--- config.mk ---
export PLATFORM = sky130hd
export DESIGN_NAME = dt_gate_seq
export DESIGN_NICKNAME = d
export VERILOG_FILES = /design/src/rtl/dtg_pkg.sv /design/src/rtl/dtg_phase_timer.sv /design/src/rtl/dtg_ls_timer.sv /design/src/rtl/dtg_phase_seq.sv /design/src/rtl/dt_gate_seq.sv
export SDC_FILE = /design/constraint.sdc
export NUM_CORES = 1
export LEC_CHECK = 0
export ABC_AREA = 1
export BUFFER_PORTS_ARGS = -buffer_cell sky130_fd_sc_hd__buf_2
export CORE_ASPECT_RATIO = 0.75
export CORE_UTILIZATION = 61
export CTS_BUF_LIST = sky130_fd_sc_hd__clkbuf_2 sky130_fd_sc_hd__clkbuf_4 sky130_fd_sc_hd__clkbuf_8
export DETAILED_ROUTE_END_ITERATION = 10
export PLACE_DENSITY = 0.93
export SETUP_SLACK_MARGIN = 0.02
export SYNTH_ARGS = -nofsm -noshare
export SYNTH_HDL_FRONTEND = slang
export SYNTH_SLANG_ARGS = --single-unit
export TNS_END_PERCENT = 30
--- constraint.sdc ---
create_clock -name clk_i -period 1.5 [get_ports clk_i]
set_clock_uncertainty 0.15 [all_clocks]
set_input_delay 0 -clock clk_i [delete_from_list [all_inputs] [get_ports clk_i]]
set_output_delay 0 -clock clk_i [all_outputs]
set_load 0.005 [all_outputs]
--- src/rtl/dtg_pkg.sv ---
package dtg_pkg;
  typedef enum logic [2:0] {
    ST_OFF,        // after reset, waits for first phase pulse
    ST_WAIT_NODE,  // high side off, waiting for node low
    ST_LS_ON,
    ST_WAIT_GATE,  // low side off, waiting for its gate low
    ST_HS_ON,
    ST_DIODE       // both off for rest of period
  } seq_st_e;
endpackage

--- src/rtl/dtg_phase_timer.sv ---
module dtg_phase_timer #(
  parameter int NUM_PH  = 2,
  parameter int OSC_CNT = 50
) (
  input  logic              clk_i,
  input  logic              rst_ni,
  output logic [NUM_PH-1:0] edge_o
);
  localparam int CW    = (OSC_CNT > 1) ? $clog2(OSC_CNT) : 1;
  localparam int SEL_W = (NUM_PH > 1) ? $clog2(NUM_PH) : 1;

  logic [CW-1:0]    cnt_q;
  logic [SEL_W-1:0] sel_q;
  logic [NUM_PH-1:0] edge_q;
  logic             wrap;

  assign wrap = (cnt_q == CW'(OSC_CNT - 1));

  always_ff @(posedge clk_i or negedge rst_ni) begin
    if (!rst_ni) begin
      cnt_q <= '0;
      sel_q <= '0;
    end else if (wrap) begin
      cnt_q <= '0;
      sel_q <= (sel_q == SEL_W'(NUM_PH - 1)) ? '0 : sel_q + 1'b1;
    end else begin
      cnt_q <= cnt_q + 1'b1;
    end
  end

  for (genvar k = 0; k < NUM_PH; k++) begin : g_edge
    always_ff @(posedge clk_i or negedge rst_ni) begin
      if (!rst_ni) edge_q[k] <= 1'b0;
      else         edge_q[k] <= wrap && (sel_q == SEL_W'(k));
    end
  end

  assign edge_o = edge_q;

  a_r7_one_phase: assert property (@(posedge clk_i) disable iff (!rst_ni)
    $onehot0(edge_q));
  a_r7_single_cycle: assert property (@(posedge clk_i) disable iff (!rst_ni)
    (|edge_q) |=> !(|edge_q));
endmodule

--- src/rtl/dtg_ls_timer.sv ---
module dtg_ls_timer #(
  parameter int LS_MIN = 33
) (
  input  logic clk_i,
  input  logic rst_ni,
  input  logic clear_i,
  input  logic run_i,
  output logic done_o
);
  localparam int W = $clog2(LS_MIN + 1);

  logic [W-1:0] cnt_q;

  assign done_o = (cnt_q >= W'(LS_MIN - 1));

  always_ff @(posedge clk_i or negedge rst_ni) begin
    if (!rst_ni)                cnt_q <= '0;
    else if (clear_i)           cnt_q <= '0;
    else if (run_i && !done_o)  cnt_q <= cnt_q + 1'b1;
  end
endmodule

--- src/rtl/dtg_phase_seq.sv ---
module dtg_phase_seq
  import dtg_pkg::*;
#(
  parameter int LS_MIN = 33
) (
  input  logic clk_i,
  input  logic rst_ni,
  input  logic edge_i,
  input  logic force_i,
  input  logic trip_i,
  input  logic node_low_i,
  input  logic lgate_low_i,
  input  logic rev_i,
  output logic hs_o,
  output logic ls_o
);
  seq_st_e state_q, state_d;
  logic    hs_q, ls_q;
  logic    min_done, tmr_clear;

  always_comb begin
    state_d = state_q;
    unique case (state_q)
      ST_OFF:       if (force_i) state_d = ST_LS_ON;
                    else if (edge_i) state_d = ST_WAIT_NODE;
      ST_WAIT_NODE: if (node_low_i) state_d = ST_LS_ON;
      ST_LS_ON:     if (!force_i && !edge_i) begin
                      if (rev_i)                    state_d = ST_DIODE;
                      else if (trip_i && min_done) state_d = ST_WAIT_GATE;
                    end
      ST_WAIT_GATE: if (force_i || edge_i) state_d = ST_LS_ON;
                    else if (lgate_low_i) state_d = ST_HS_ON;
      ST_HS_ON:     if (force_i || edge_i) state_d = ST_WAIT_NODE;
      ST_DIODE:     if (force_i) state_d = ST_LS_ON;
                    else if (edge_i) state_d = ST_WAIT_NODE;
      default:      state_d = ST_OFF;
    endcase
  end

  // new conduction or new period restarts the minimum window
  assign tmr_clear = (state_d == ST_LS_ON) && ((state_q != ST_LS_ON) || edge_i);

  dtg_ls_timer #(.LS_MIN(LS_MIN)) i_ls_timer (
    .clk_i   (clk_i),
    .rst_ni  (rst_ni),
    .clear_i (tmr_clear),
    .run_i   (state_q == ST_LS_ON),
    .done_o  (min_done)
  );

  always_ff @(posedge clk_i or negedge rst_ni) begin
    if (!rst_ni) begin
      state_q <= ST_OFF;
      hs_q    <= 1'b0;
      ls_q    <= 1'b0;
    end else begin
      state_q <= state_d;
      hs_q    <= (state_d == ST_HS_ON);
      ls_q    <= (state_d == ST_LS_ON);
    end
  end

  assign hs_o = hs_q;
  assign ls_o = ls_q;

  a_r2_wait_node: assert property (@(posedge clk_i) disable iff (!rst_ni)
    (state_q == ST_WAIT_NODE && !node_low_i) |=> !ls_q);
  a_r3_wait_gate: assert property (@(posedge clk_i) disable iff (!rst_ni)
    (state_q == ST_WAIT_GATE && !lgate_low_i && !force_i && !edge_i) |=> !hs_q);
  a_r4_min_on: assert property (@(posedge clk_i) disable iff (!rst_ni)
    ($fell(ls_q) && !$past(rev_i)) |-> $past(min_done));
  a_r6_rev_cut: assert property (@(posedge clk_i) disable iff (!rst_ni)
    (state_q == ST_LS_ON && rev_i && !force_i && !edge_i) |=> (!ls_q && !hs_q));
  a_r8_force_hs_off: assert property (@(posedge clk_i) disable iff (!rst_ni)
    force_i |=> !hs_q);
  a_r9_exclusive: assert property (@(posedge clk_i) disable iff (!rst_ni)
    !(hs_q && ls_q));
  a_r9_gap: assert property (@(posedge clk_i) disable iff (!rst_ni)
    $rose(hs_q) |-> $past(!ls_q));
endmodule

--- src/rtl/dt_gate_seq.sv ---
module dt_gate_seq #(
  parameter int NUM_PH     = 2,
  parameter int OSC_CNT    = 50,
  parameter int MIN_LS_CNT = 33
) (
  input  logic              clk_i,
  input  logic              rst_ni,
  input  logic              force_safe_i,
  input  logic [NUM_PH-1:0] trip_i,
  input  logic [NUM_PH-1:0] node_low_i,
  input  logic [NUM_PH-1:0] lgate_low_i,
  input  logic [NUM_PH-1:0] rev_cur_i,
  output logic [NUM_PH-1:0] ph_edge_o,
  output logic [NUM_PH-1:0] hs_en_o,
  output logic [NUM_PH-1:0] ls_en_o
);
  localparam int PH_PERIOD = NUM_PH * OSC_CNT;
  localparam int DUTY_FLR  = PH_PERIOD / 10;
  localparam int LS_RAW    = (MIN_LS_CNT > DUTY_FLR) ? MIN_LS_CNT : DUTY_FLR;
  localparam int LS_MIN    = (LS_RAW > 0) ? LS_RAW : 1;

  logic [NUM_PH-1:0] edge_w;

  dtg_phase_timer #(.NUM_PH(NUM_PH), .OSC_CNT(OSC_CNT)) i_phase_timer (
    .clk_i  (clk_i),
    .rst_ni (rst_ni),
    .edge_o (edge_w)
  );

  assign ph_edge_o = edge_w;

  for (genvar p = 0; p < NUM_PH; p++) begin : g_phase
    dtg_phase_seq #(.LS_MIN(LS_MIN)) i_seq (
      .clk_i       (clk_i),
      .rst_ni      (rst_ni),
      .edge_i      (edge_w[p]),
      .force_i     (force_safe_i),
      .trip_i      (trip_i[p]),
      .node_low_i  (node_low_i[p]),
      .lgate_low_i (lgate_low_i[p]),
      .rev_i       (rev_cur_i[p]),
      .hs_o        (hs_en_o[p]),
      .ls_o        (ls_en_o[p])
    );
  end
endmodule

==> metrics.txt, run 1 <==
status finished with violations; failing checks negative setup slack; critical path fanouts, max 6; Tcrit/Tclk final 118.1%; Mapped Nets around 240; crit path time final ~1.8 ns; DP HPWL roughly 2.5 mm; post-layout util between 80% and 90%; fillcell total between 100 and 150; largest cells by area after synthesis dfrtp_1 (44%), nand2_1 (10%), inv_1 (6.6%), nor2_1 (5.1%), ha_1 (4.3%); crit path capture type flop; num ports 17; 1st-iter DRT viols ~370; origin of the worst setup path g_phase[1].i_seq.state_q[0]; Post-synth EDFFs 0; total core area approximately 2700 sq um; initial antenna violation count 1; largest net degree at the start of global routing 32; crit path cell chain inv_4 -> buf_4 -> nand3_4 -> nor2_1 -> nor3_1 -> nor3_2; CP max stage cell dfrtp_2; Cell variety after synth 26; register area ~800 sq um; die height roughly 49 um; PortBufs 16; top cells by count, synth nand2_1 (48), dfrtp_1 (31), inv_1 (31), nor2_1 (24); Slew Viols, Final 0; row count 16; synth warn 0; Final setup violation count 19; PnR worst setup slack -0.2710 ns; Initial Util around two thirds; slowest stage delay, CP 0.49 ns; vias in the first global route approximately 1700; clock sink count 31; Final Hold Vio Count 0; critical path launch point type flop; net total in the final layout ~270; Vias/cell 6.119; final non-filler cell total roughly 290; root buf cell clkbuf_8; hold crit path type input port to flop; leading area contributor after synthesis dfrtp_1; Worst-Margin Slew a little under 0.7 ns; chip width 64.10 um; relative slew slack 54.21%; WL per Instance approximately 20 um; fraction of layout cells with a size suffix above 1 36.33%; most common cell in the synthesized netlist nand2_1; Layout Area Growth over Synthesis 27.73%; DRC errors left 0; die footprint 3113 sq um; routability cong. 0.9630; Final ANT Viol Nets 0; Setup CP Type flop to flop; clk slew on worst S/H paths about 0.080 ns; CTS tree built; gate count after technology mapping approximately 220; fmax about 560 MHz; CTS Buffer Depth 2; routed via count roughly 1800; VDD IR-drop max 0.7802 mV; H-tree levels 2; Buf/Inv on CP 2; Routed WL a little under 6 mm; Critical Path AT 1.79 ns; design area between 2000 and 2500 sq um; Reg-to-Reg Start g_phase[1].i_seq.state_q[0]; total power between 0.004 and 0.005 W; leakage power approximately 1.1 nW; syn avg cell area slightly below 8 sq um; footprint of the multi-input gates around 960 sq um; Post-DP Area around 1900 sq um; Netlist Area Pre-Place around 1800 sq um; Inserted Clock Buffers 5; RSZ-0062 raised after global routing true; drt pass-1 iters 6; GR Overflow Total 0; Tot GR Track Use 33.27%; Seq cells post-synth 31; CP Data Required Time 1.52 ns; Worst-Skew Late Latency ~0.3 ns; Top delay family on crit path simple AND/OR/NAND/NOR gates; hold_sp lgate_low_i[1]; first-pass GRT wire length roughly 7.6 mm; share of the synthesized area in the top cell type 43.97%; Maximum Capacitance Violations 0; post-synthesis sequential area ratio 43.97%; Top FF cell, synth dfrtp_1; Placed Cells between 200 and 300; Post-synth ARST share 100.0%; Power per Cell Area roughly 1800 nW/um^2
sequential cells by signal (all words and copies together), names as in the netlist:
register and count:
i_phase_timer.edge_o 2, i_phase_timer.sel_q 1, g_phase.i_seq.i_ls_timer.cnt_q 12, g_phase.i_seq.ls_o 2, i_phase_timer.cnt_q 6, g_phase.i_seq.hs_o 2
g_phase.i_seq.state_q 6
placed cells by master (no fill, tap or decap), types with 2 or more instances in the layout:
cell and count:
inv_4 2, buf_6 2, ha_1 6, inv_1 28, o21ai_0 9, buf_4 10
dfrtp_1 26, clkinv_1 2, nand3_1 6, nand2_2 11, xor2_1 6, nor2_1 18
clkbuf_8 6, nor3_1 6, dlygate4sd3_1 5, a21oi_2 4, a21oi_1 3, nand2_1 39
nand4_1 5, buf_2 16, nor2_4 11, dfrtp_2 5, nand3_2 3, inv_2 5
nor3_2 3, nor2_2 4, nand3_4 3
tightest hold or removal path, delay by kind of cell:
kind / cells / cell delay [ns]
and+or+nand+nor: 4 / 0.30
buffers and inverters: 2 / 0.15
final timing paths:
check	end	slack, ns	cells after the start
worst max-delay path	g_phase[1].i_seq.hs_o	-0.27	6
worst max register to register	g_phase[1].i_seq.hs_o	-0.27	6
min in group asynchronous	g_phase[0].i_seq.state_q[2]	0.13	2
worst min-delay path	g_phase[1].i_seq.state_q[1]	0.05	6
max in group asynchronous	g_phase[1].i_seq.state_q[1]	0.58	2
worst min register to register	i_phase_timer.cnt_q[5]	0.32	1
layout make-up:
class	count	share of cell area, %
Timing Repair Buffer	33	10.11
Antenna cell	1	0.1110
Clock inverter	1	0.2221
Clock buffer	6	3.665
Tap cell	36	1.999
Multi-Input combinational cell	148	42.81
Sequential cell	31	34.70
Inverter	37	6.385
metal layers:
layer | global-route usage, % | wire (um) | part of all wire [%]
met5 | 0 | 0 | 0
met4 | 15.56 | 502 | 8.7
met3 | 12.74 | 737 | 13
met2 | 53.90 | 2559 | 44
met1 | 39.06 | 1987 | 34
power breakdown:
part           internal, W  switching, W  leakage [nW]
registers          0.00103      0.000226         0.397
logic             0.000730       0.00138         0.700
clock network     0.000360      0.000335        0.0471
total              0.00212       0.00194          1.14
stage by stage:
stage,hold WS (ns),setup slack (ns),TNS (ns)
final,0.04576,-0.2710,-3.530
after global routing,0.08563,-0.5350,-5.657
after CTS,0.01663,-0.004065,-0.004490
after detailed placement,-0.07232,-0.04992,-0.08051
after global placement,-0.07742,0.0003590,0
after floorplan,-0.4456,0.1174,0
cell families (layout without fill, tap and decap cells):
logic type,Yosys count,count (layout),share of synthesized area (%)
flip-flops,31,31,43.97
adder cells (fa/ha/maj),6,6,4.255
XOR/XNOR,8,8,3.972
AO/OA/AOI/OAI,21,21,6.596
buffers and inverters,43,77,10.43
other,0,1,0
AND/OR/NAND/NOR,113,113,30.78
what timing repair did:
item	in CTS	in global routing
resized for setup	22	30
endpoints found under the setup margin	12	18
pin swaps	9	12
endpoints found under the hold margin	34	0
gates cloned	0	0
buffers inserted	3	4
hold buffers	5	0
Note: power is estimated with default switching activity, not from simulation.
==> run 2, diff against run 1 <==
--- a/config.mk
+++ b/config.mk
@@ -11,9 +11,10 @@
 export CORE_UTILIZATION = 61
 export CTS_BUF_LIST = sky130_fd_sc_hd__clkbuf_2 sky130_fd_sc_hd__clkbuf_4 sky130_fd_sc_hd__clkbuf_8
 export DETAILED_ROUTE_END_ITERATION = 10
-export PLACE_DENSITY = 0.93
+export PLACE_DENSITY = 0.84
 export SETUP_SLACK_MARGIN = 0.02
 export SYNTH_ARGS = -nofsm -noshare
 export SYNTH_HDL_FRONTEND = slang
+export SYNTH_HIERARCHICAL = 1
 export SYNTH_SLANG_ARGS = --single-unit
 export TNS_END_PERCENT = 30
==> metrics.txt, run 2 <==
status finished with violations; failing checks negative setup slack; num ports 17; Mapped Nets approximately 260; drt pass-1 iters 7; clock sink count 31; gr busiest metal met2; Tcrit/Tclk final 133.7%; largest registers g_phase.i_seq/i_ls_timer/cnt_q (12), g_phase.i_seq/state_q (6), i_phase_timer/cnt_q (6); Final Hold Vio Count 0; PnR worst setup slack -0.5058 ns; leakage power between 1 and 1.5 nW; fillcell total ~100; initial antenna violation count 0; relative slew slack about half; Setup CP Type flop to flop; synth warn 6; die footprint roughly 3200 sq um; Post-synth EDFFs 0; GR Overflow Total 0; largest cells by area after synthesis dfrtp_1 (42%), nand2_1 (12%), inv_1 (7.2%), nor2_1 (6.2%), ha_1 (4.1%); routability cong. ~0.86; Tot GR Track Use about two fifths; total power around 0.0047 W; Critical Path AT between 2 and 2.5 ns; Slew Viols, Final 0; root buf cell clkbuf_8; Maximum Capacitance Violations 0; n_diodes 0; CTS tree built; largest net degree at the start of global routing 32; final non-filler cell total 340; Layout Area Growth over Synthesis 38.17%; vias in the first global route 1999; Inserted Clock Buffers 5; most common cell in the synthesized netlist nand2_1; net total in the final layout 320; Final setup violation count 21; syn avg cell area between 7 and 8 sq um; Cell variety after synth 22; hold slack 0.08459 ns; VDD IR-drop max 1.443 mV; met3 usage ~16%; gate count after technology mapping ~240; Netlist Area Pre-Place ~1800 sq um; Worst-Skew Late Latency about 0.30 ns; Vias/cell ~6.5; footprint of the multi-input gates between 1000 and 1500 sq um; H-tree levels 2; fmax between 400 and 500 MHz; CP Data Required Time between 1.5 and 2 ns; leading area contributor after synthesis dfrtp_1; Top FF cell, synth dfrtp_1; Largest register FFs 12; Power per Cell Area between 1500 and 2000 nW/um^2; Seq cells post-synth 31; Final ANT Viol Nets 0; fraction of layout cells with a size suffix above 1 45.07%; critical path launch point type flop; DP HPWL between 2 and 3 mm; DRC errors left 0; die height roughly 50 um; met2 Usage GRT 63.75%; hold crit path type input port to flop; most frequent cells in the layout nand2_1 (51), buf_4 (36), inv_1 (31); critical path fanouts, max 7; routed via count 2206; CTS Buffer Depth 2; commonest non-fill, non-tap cell in the layout nand2_1; Placed Cells a little over 300; post-synthesis sequential area ratio roughly 42%; RSZ-0062 raised after global routing true; 1st-iter DRT viols roughly 460; register area just under 800 sq um; row count 16; PortBufs 16; Most flops, register g_phase.i_seq/i_ls_timer/cnt_q; total core area ~2700 sq um; clk slew on worst S/H paths around 0.070 ns; Initial Util approximately 67%; Routed WL approximately 7.6 mm; design area 2527 sq um; top cells by count, synth nand2_1 (59), inv_1 (35), dfrtp_1 (31), nor2_1 (30), nand3_1 (14); first-pass GRT wire length ~9.6 mm; WL per Instance 22.42 um; crit path time final 2.006 ns; chip width 65.23 um; Post-DP Area 2092 sq um; Post-synth ARST share 100.0%; crit path capture type flop; GR met1 Demand/Resource between 40% and 50%; share of the synthesized area in the top cell type between 40% and 50%; Worst-Margin Slew ~0.74 ns
==> run 2: timing repair <==
action / 4_1_cts / 5_1_grt
hold endpoints to repair: 34 / 0
hold buffers: 3 / 0
setup endpoints to repair: 18 / 20
gates resized for setup: 22 / 23
setup buffers: 16 / 7
pin swaps: 19 / 18
==> run 2: cells by family after synthesis <==
| group | Yosys count | share of synthesized area, % |
|---|---|---|
| AO/OA/AOI/OAI | 14 | 4.788 |
| flip-flops | 31 | 42.41 |
| buffers and inverters | 45 | 10.05 |
| XOR/XNOR | 1 | 0.4789 |
| adder cells (fa/ha/maj) | 6 | 4.104 |
| AND/OR/NAND/NOR | 142 | 38.17 |
==> run 2: final cells by class <==
class                           instances  share of cell area [%]
Clock buffer                            5                   2.723
Clock inverter                          3                  0.5941
Inverter                               41                   6.188
Multi-Input combinational cell        163                   40.10
Sequential cell                        31                   30.89
Tap cell                               36                   1.782
Timing Repair Buffer                   61                   17.72
==> run 2: per-layer routing <==
layer,up-vias,wire (um),share of wire (%)
met3,98,1097,14
li1,866,-,-
met5,-,0,0
met1,988,2599,34
met2,254,3167,42
met4,0,758,9.9
==> run 2: path summary, 6_finish.rpt <==
path	start	end	slack [ns]	cells past startpoint
min in group asynchronous	rst_ni	g_phase[1].i_seq/ls_o	0.18	2
setup / recovery	i_phase_timer/edge_o[0]	g_phase[0].i_seq/i_ls_timer/cnt_q[4]	-0.51	11
hold reg to reg	i_phase_timer/cnt_q[0]	i_phase_timer/cnt_q[0]	0.41	1
setup reg to reg	i_phase_timer/edge_o[0]	g_phase[0].i_seq/i_ls_timer/cnt_q[4]	-0.51	11
hold / removal	rev_cur_i[0]	g_phase[0].i_seq/state_q[2]	0.08	5
max in group asynchronous	rst_ni	i_phase_timer/edge_o[0]	0.49	2
==> run 2: where the power goes <==
group	leakage, nW	switching, W	internal (W)	total [W]
logic	0.910	0.00164	0.00116	0.00279
clock network	0.0477	0.000350	0.000317	0.000667
registers	0.399	0.000245	0.00102	0.00127
total	1.36	0.00223	0.00250	0.00473
==> run 2: critical path: stages (launching register included) <==
cell and delay (ns):
dfrtp_2 0.47, nor2_4 0.15, nor2_1 0.08, nand2_1 0.10
nand2_1 0.08, nor2_2 0.15, nand2_2 0.10, nor3_4 0.24
inv_4 0.11, nand2_2 0.10, nand4_1 0.10, nand2_1 0.09
==> run 2: per-stage QoR <==
| stage | setup TNS, ns | setup slack, ns | utilization, % |
|---|---|---|---|
| after global placement | -1.328 | -0.1689 | 76.84 |
| after global routing | -9.060 | -0.6814 | 92.83 |
| final | -6.947 | -0.5058 | 92.83 |
| after detailed placement | -1.997 | -0.2294 | 76.84 |
| after CTS | -1.304 | -0.1576 | 88.01 |
| after floorplan | -0.4467 | -0.07229 | - |
==> run 3, diff against run 2 <==
--- a/config.mk
+++ b/config.mk
@@ -15,6 +15,4 @@
 export SETUP_SLACK_MARGIN = 0.02
 export SYNTH_ARGS = -nofsm -noshare
 export SYNTH_HDL_FRONTEND = slang
-export SYNTH_HIERARCHICAL = 1
 export SYNTH_SLANG_ARGS = --single-unit
-export TNS_END_PERCENT = 30
==> metrics.txt, run 3 (same netlist as run 1, synthesis figures left out) <==
Post-DP Area ~1900 sq um; FF-to-FF End g_phase[0].i_seq.i_ls_timer.cnt_q[5]; clk slew on worst S/H paths about 0.070 ns; Setup CP Type flop to flop; Layout Area Growth over Synthesis 24.68%; 1st-iter DRT viols 118; Maximum Capacitance Violations 0; H-tree levels 2; status finished with violations; GR Overflow Total 0; DP HPWL 2.438 mm; hold_sp lgate_low_i[1]; die height 48.58 um; design area roughly 2200 sq um; Final Hold Vio Count 0; total core area about 2700 sq um; CTS tree built; DRC errors left 0; routability cong. just under 0.9; critical path fanouts, max 7; Most flops, register g_phase.i_seq.i_ls_timer.cnt_q; origin of the worst setup path g_phase[0].i_seq.state_q[0]; hold crit path type input port to flop; vias in the first global route 1460; WL per Instance 14.02 um; n_diodes 0; Worst-Skew Late Latency around 0.28 ns; r2r setup slk -0.12 ns; Tcrit/Tclk final 108.1%; Largest register FFs 12; num ports 17; PnR worst setup slack -0.1221 ns; VDD IR-drop max about 1.1 mV; CP Data Required Time 1.52 ns; post-layout util 82.00%; relative slew slack between 50% and 60%; root buf cell clkbuf_8; pre-CTS setup slack -0.06108 ns; first-pass GRT wire length around 6 mm; Reg-to-Reg Start g_phase[0].i_seq.state_q[0]; CTS Buffer Depth 2; largest net degree at the start of global routing 32; net total in the final layout between 200 and 300; Worst Hold Path Cells 6; setup TNS -1.251 ns; most frequent cells in the layout nand2_1 (37), inv_1 (28), dfrtp_1 (28); drt pass-1 iters 4; commonest non-fill, non-tap cell in the layout nand2_1; Critical Path AT between 1.5 and 2 ns; hold slack around 0.013 ns; Routed WL ~4.1 mm; die footprint around 3100 sq um; leakage power 1.142 nW; initial antenna violation count 0; Hold EP g_phase[1].i_seq.state_q[1]; routed via count roughly 1600; chip width 64.10 um; crit path capture type flop; crit path time final about 1.6 ns; Initial Util approximately two thirds; Vias/cell 5.317; RSZ-0062 raised after global routing true; fmax around 600 MHz; Final ANT Viol Nets 0; clock sink count 31; fraction of layout cells with a size suffix above 1 roughly a third; row count 16; Final setup violation count 15; failing checks negative setup slack; Slew Viols, Final 0; Inserted Clock Buffers 5; Power per Cell Area between 1500 and 2000 nW/um^2; cells on worst reg2reg path 8; PortBufs 16; Worst-Margin Slew just under 0.7 ns; Tot GR Track Use between 20% and 30%; largest registers g_phase.i_seq.i_ls_timer.cnt_q (12), g_phase.i_seq.state_q (6), i_phase_timer.cnt_q (6); critical path launch point type flop
-- run 3: layer usage --
layer	routed length, um	track usage, %	up-vias
li1	-	-	761
met1	1793	35.66	719
met2	1938	39.72	61
met3	239	6.840	17
met4	136	7.778	0
met5	0	0	-
-- run 3: layout make-up --
type / count / area (sq um)
sequential: 31 / 779.5
clock inverter: 1 / 5.005
timing repair buffer: 33 / 224.0
clock buffer: 7 / 83.83
multi-input combinational: 148 / 920.9
fill: 155 / 483.0
tap: 36 / 45.04
inverter: 37 / 141.4
-- run 3: how the worst max path moves through the flow --
stage,end,slack [ns],cells past startpoint
2_1_floorplan,g_phase[0].i_seq.i_ls_timer.cnt_q[3],0.12,8
3_3_place_gp,g_phase[1].i_seq.i_ls_timer.cnt_q[1],-0.05,8
3_5_place_dp,g_phase[1].i_seq.i_ls_timer.cnt_q[4],-0.06,7
4_1_cts,g_phase[1].i_seq.i_ls_timer.cnt_q[4],0.003,6
5_1_grt,g_phase[0].i_seq.i_ls_timer.cnt_q[4],-0.21,9
6_report,g_phase[0].i_seq.i_ls_timer.cnt_q[5],-0.12,8
-- run 3: timing repair --
item	CTS	global route
hold endpoints to repair	34	0
hold buffers	5	0
resized for setup	15	26
setup buffers	4	5
setup endpoints to repair	14	17
pin swaps	4	14
-- run 3: worst max-delay path: stages (launching register included) --
cell     delay [ns]
dfrtp_1        0.46
inv_4          0.14
nand3_1        0.11
nand4_1        0.13
nand2_1        0.11
nor2_4         0.16
nand3_4        0.13
nand2_2        0.09
inv_1          0.04
-- run 3: stage by stage --
stage	cells	power [W]
floorplan	222	0.002226
global placement	272	0.002527
detailed placement	272	0.002552
CTS	289	0.003376
global route	293	0.003997
finish	293	0.003747
-- run 3: power by group --
group / switching, W / internal, W
Clock: 0.000288 / 0.000361
Sequential: 0.000184 / 0.00103
Combinational: 0.00114 / 0.000745
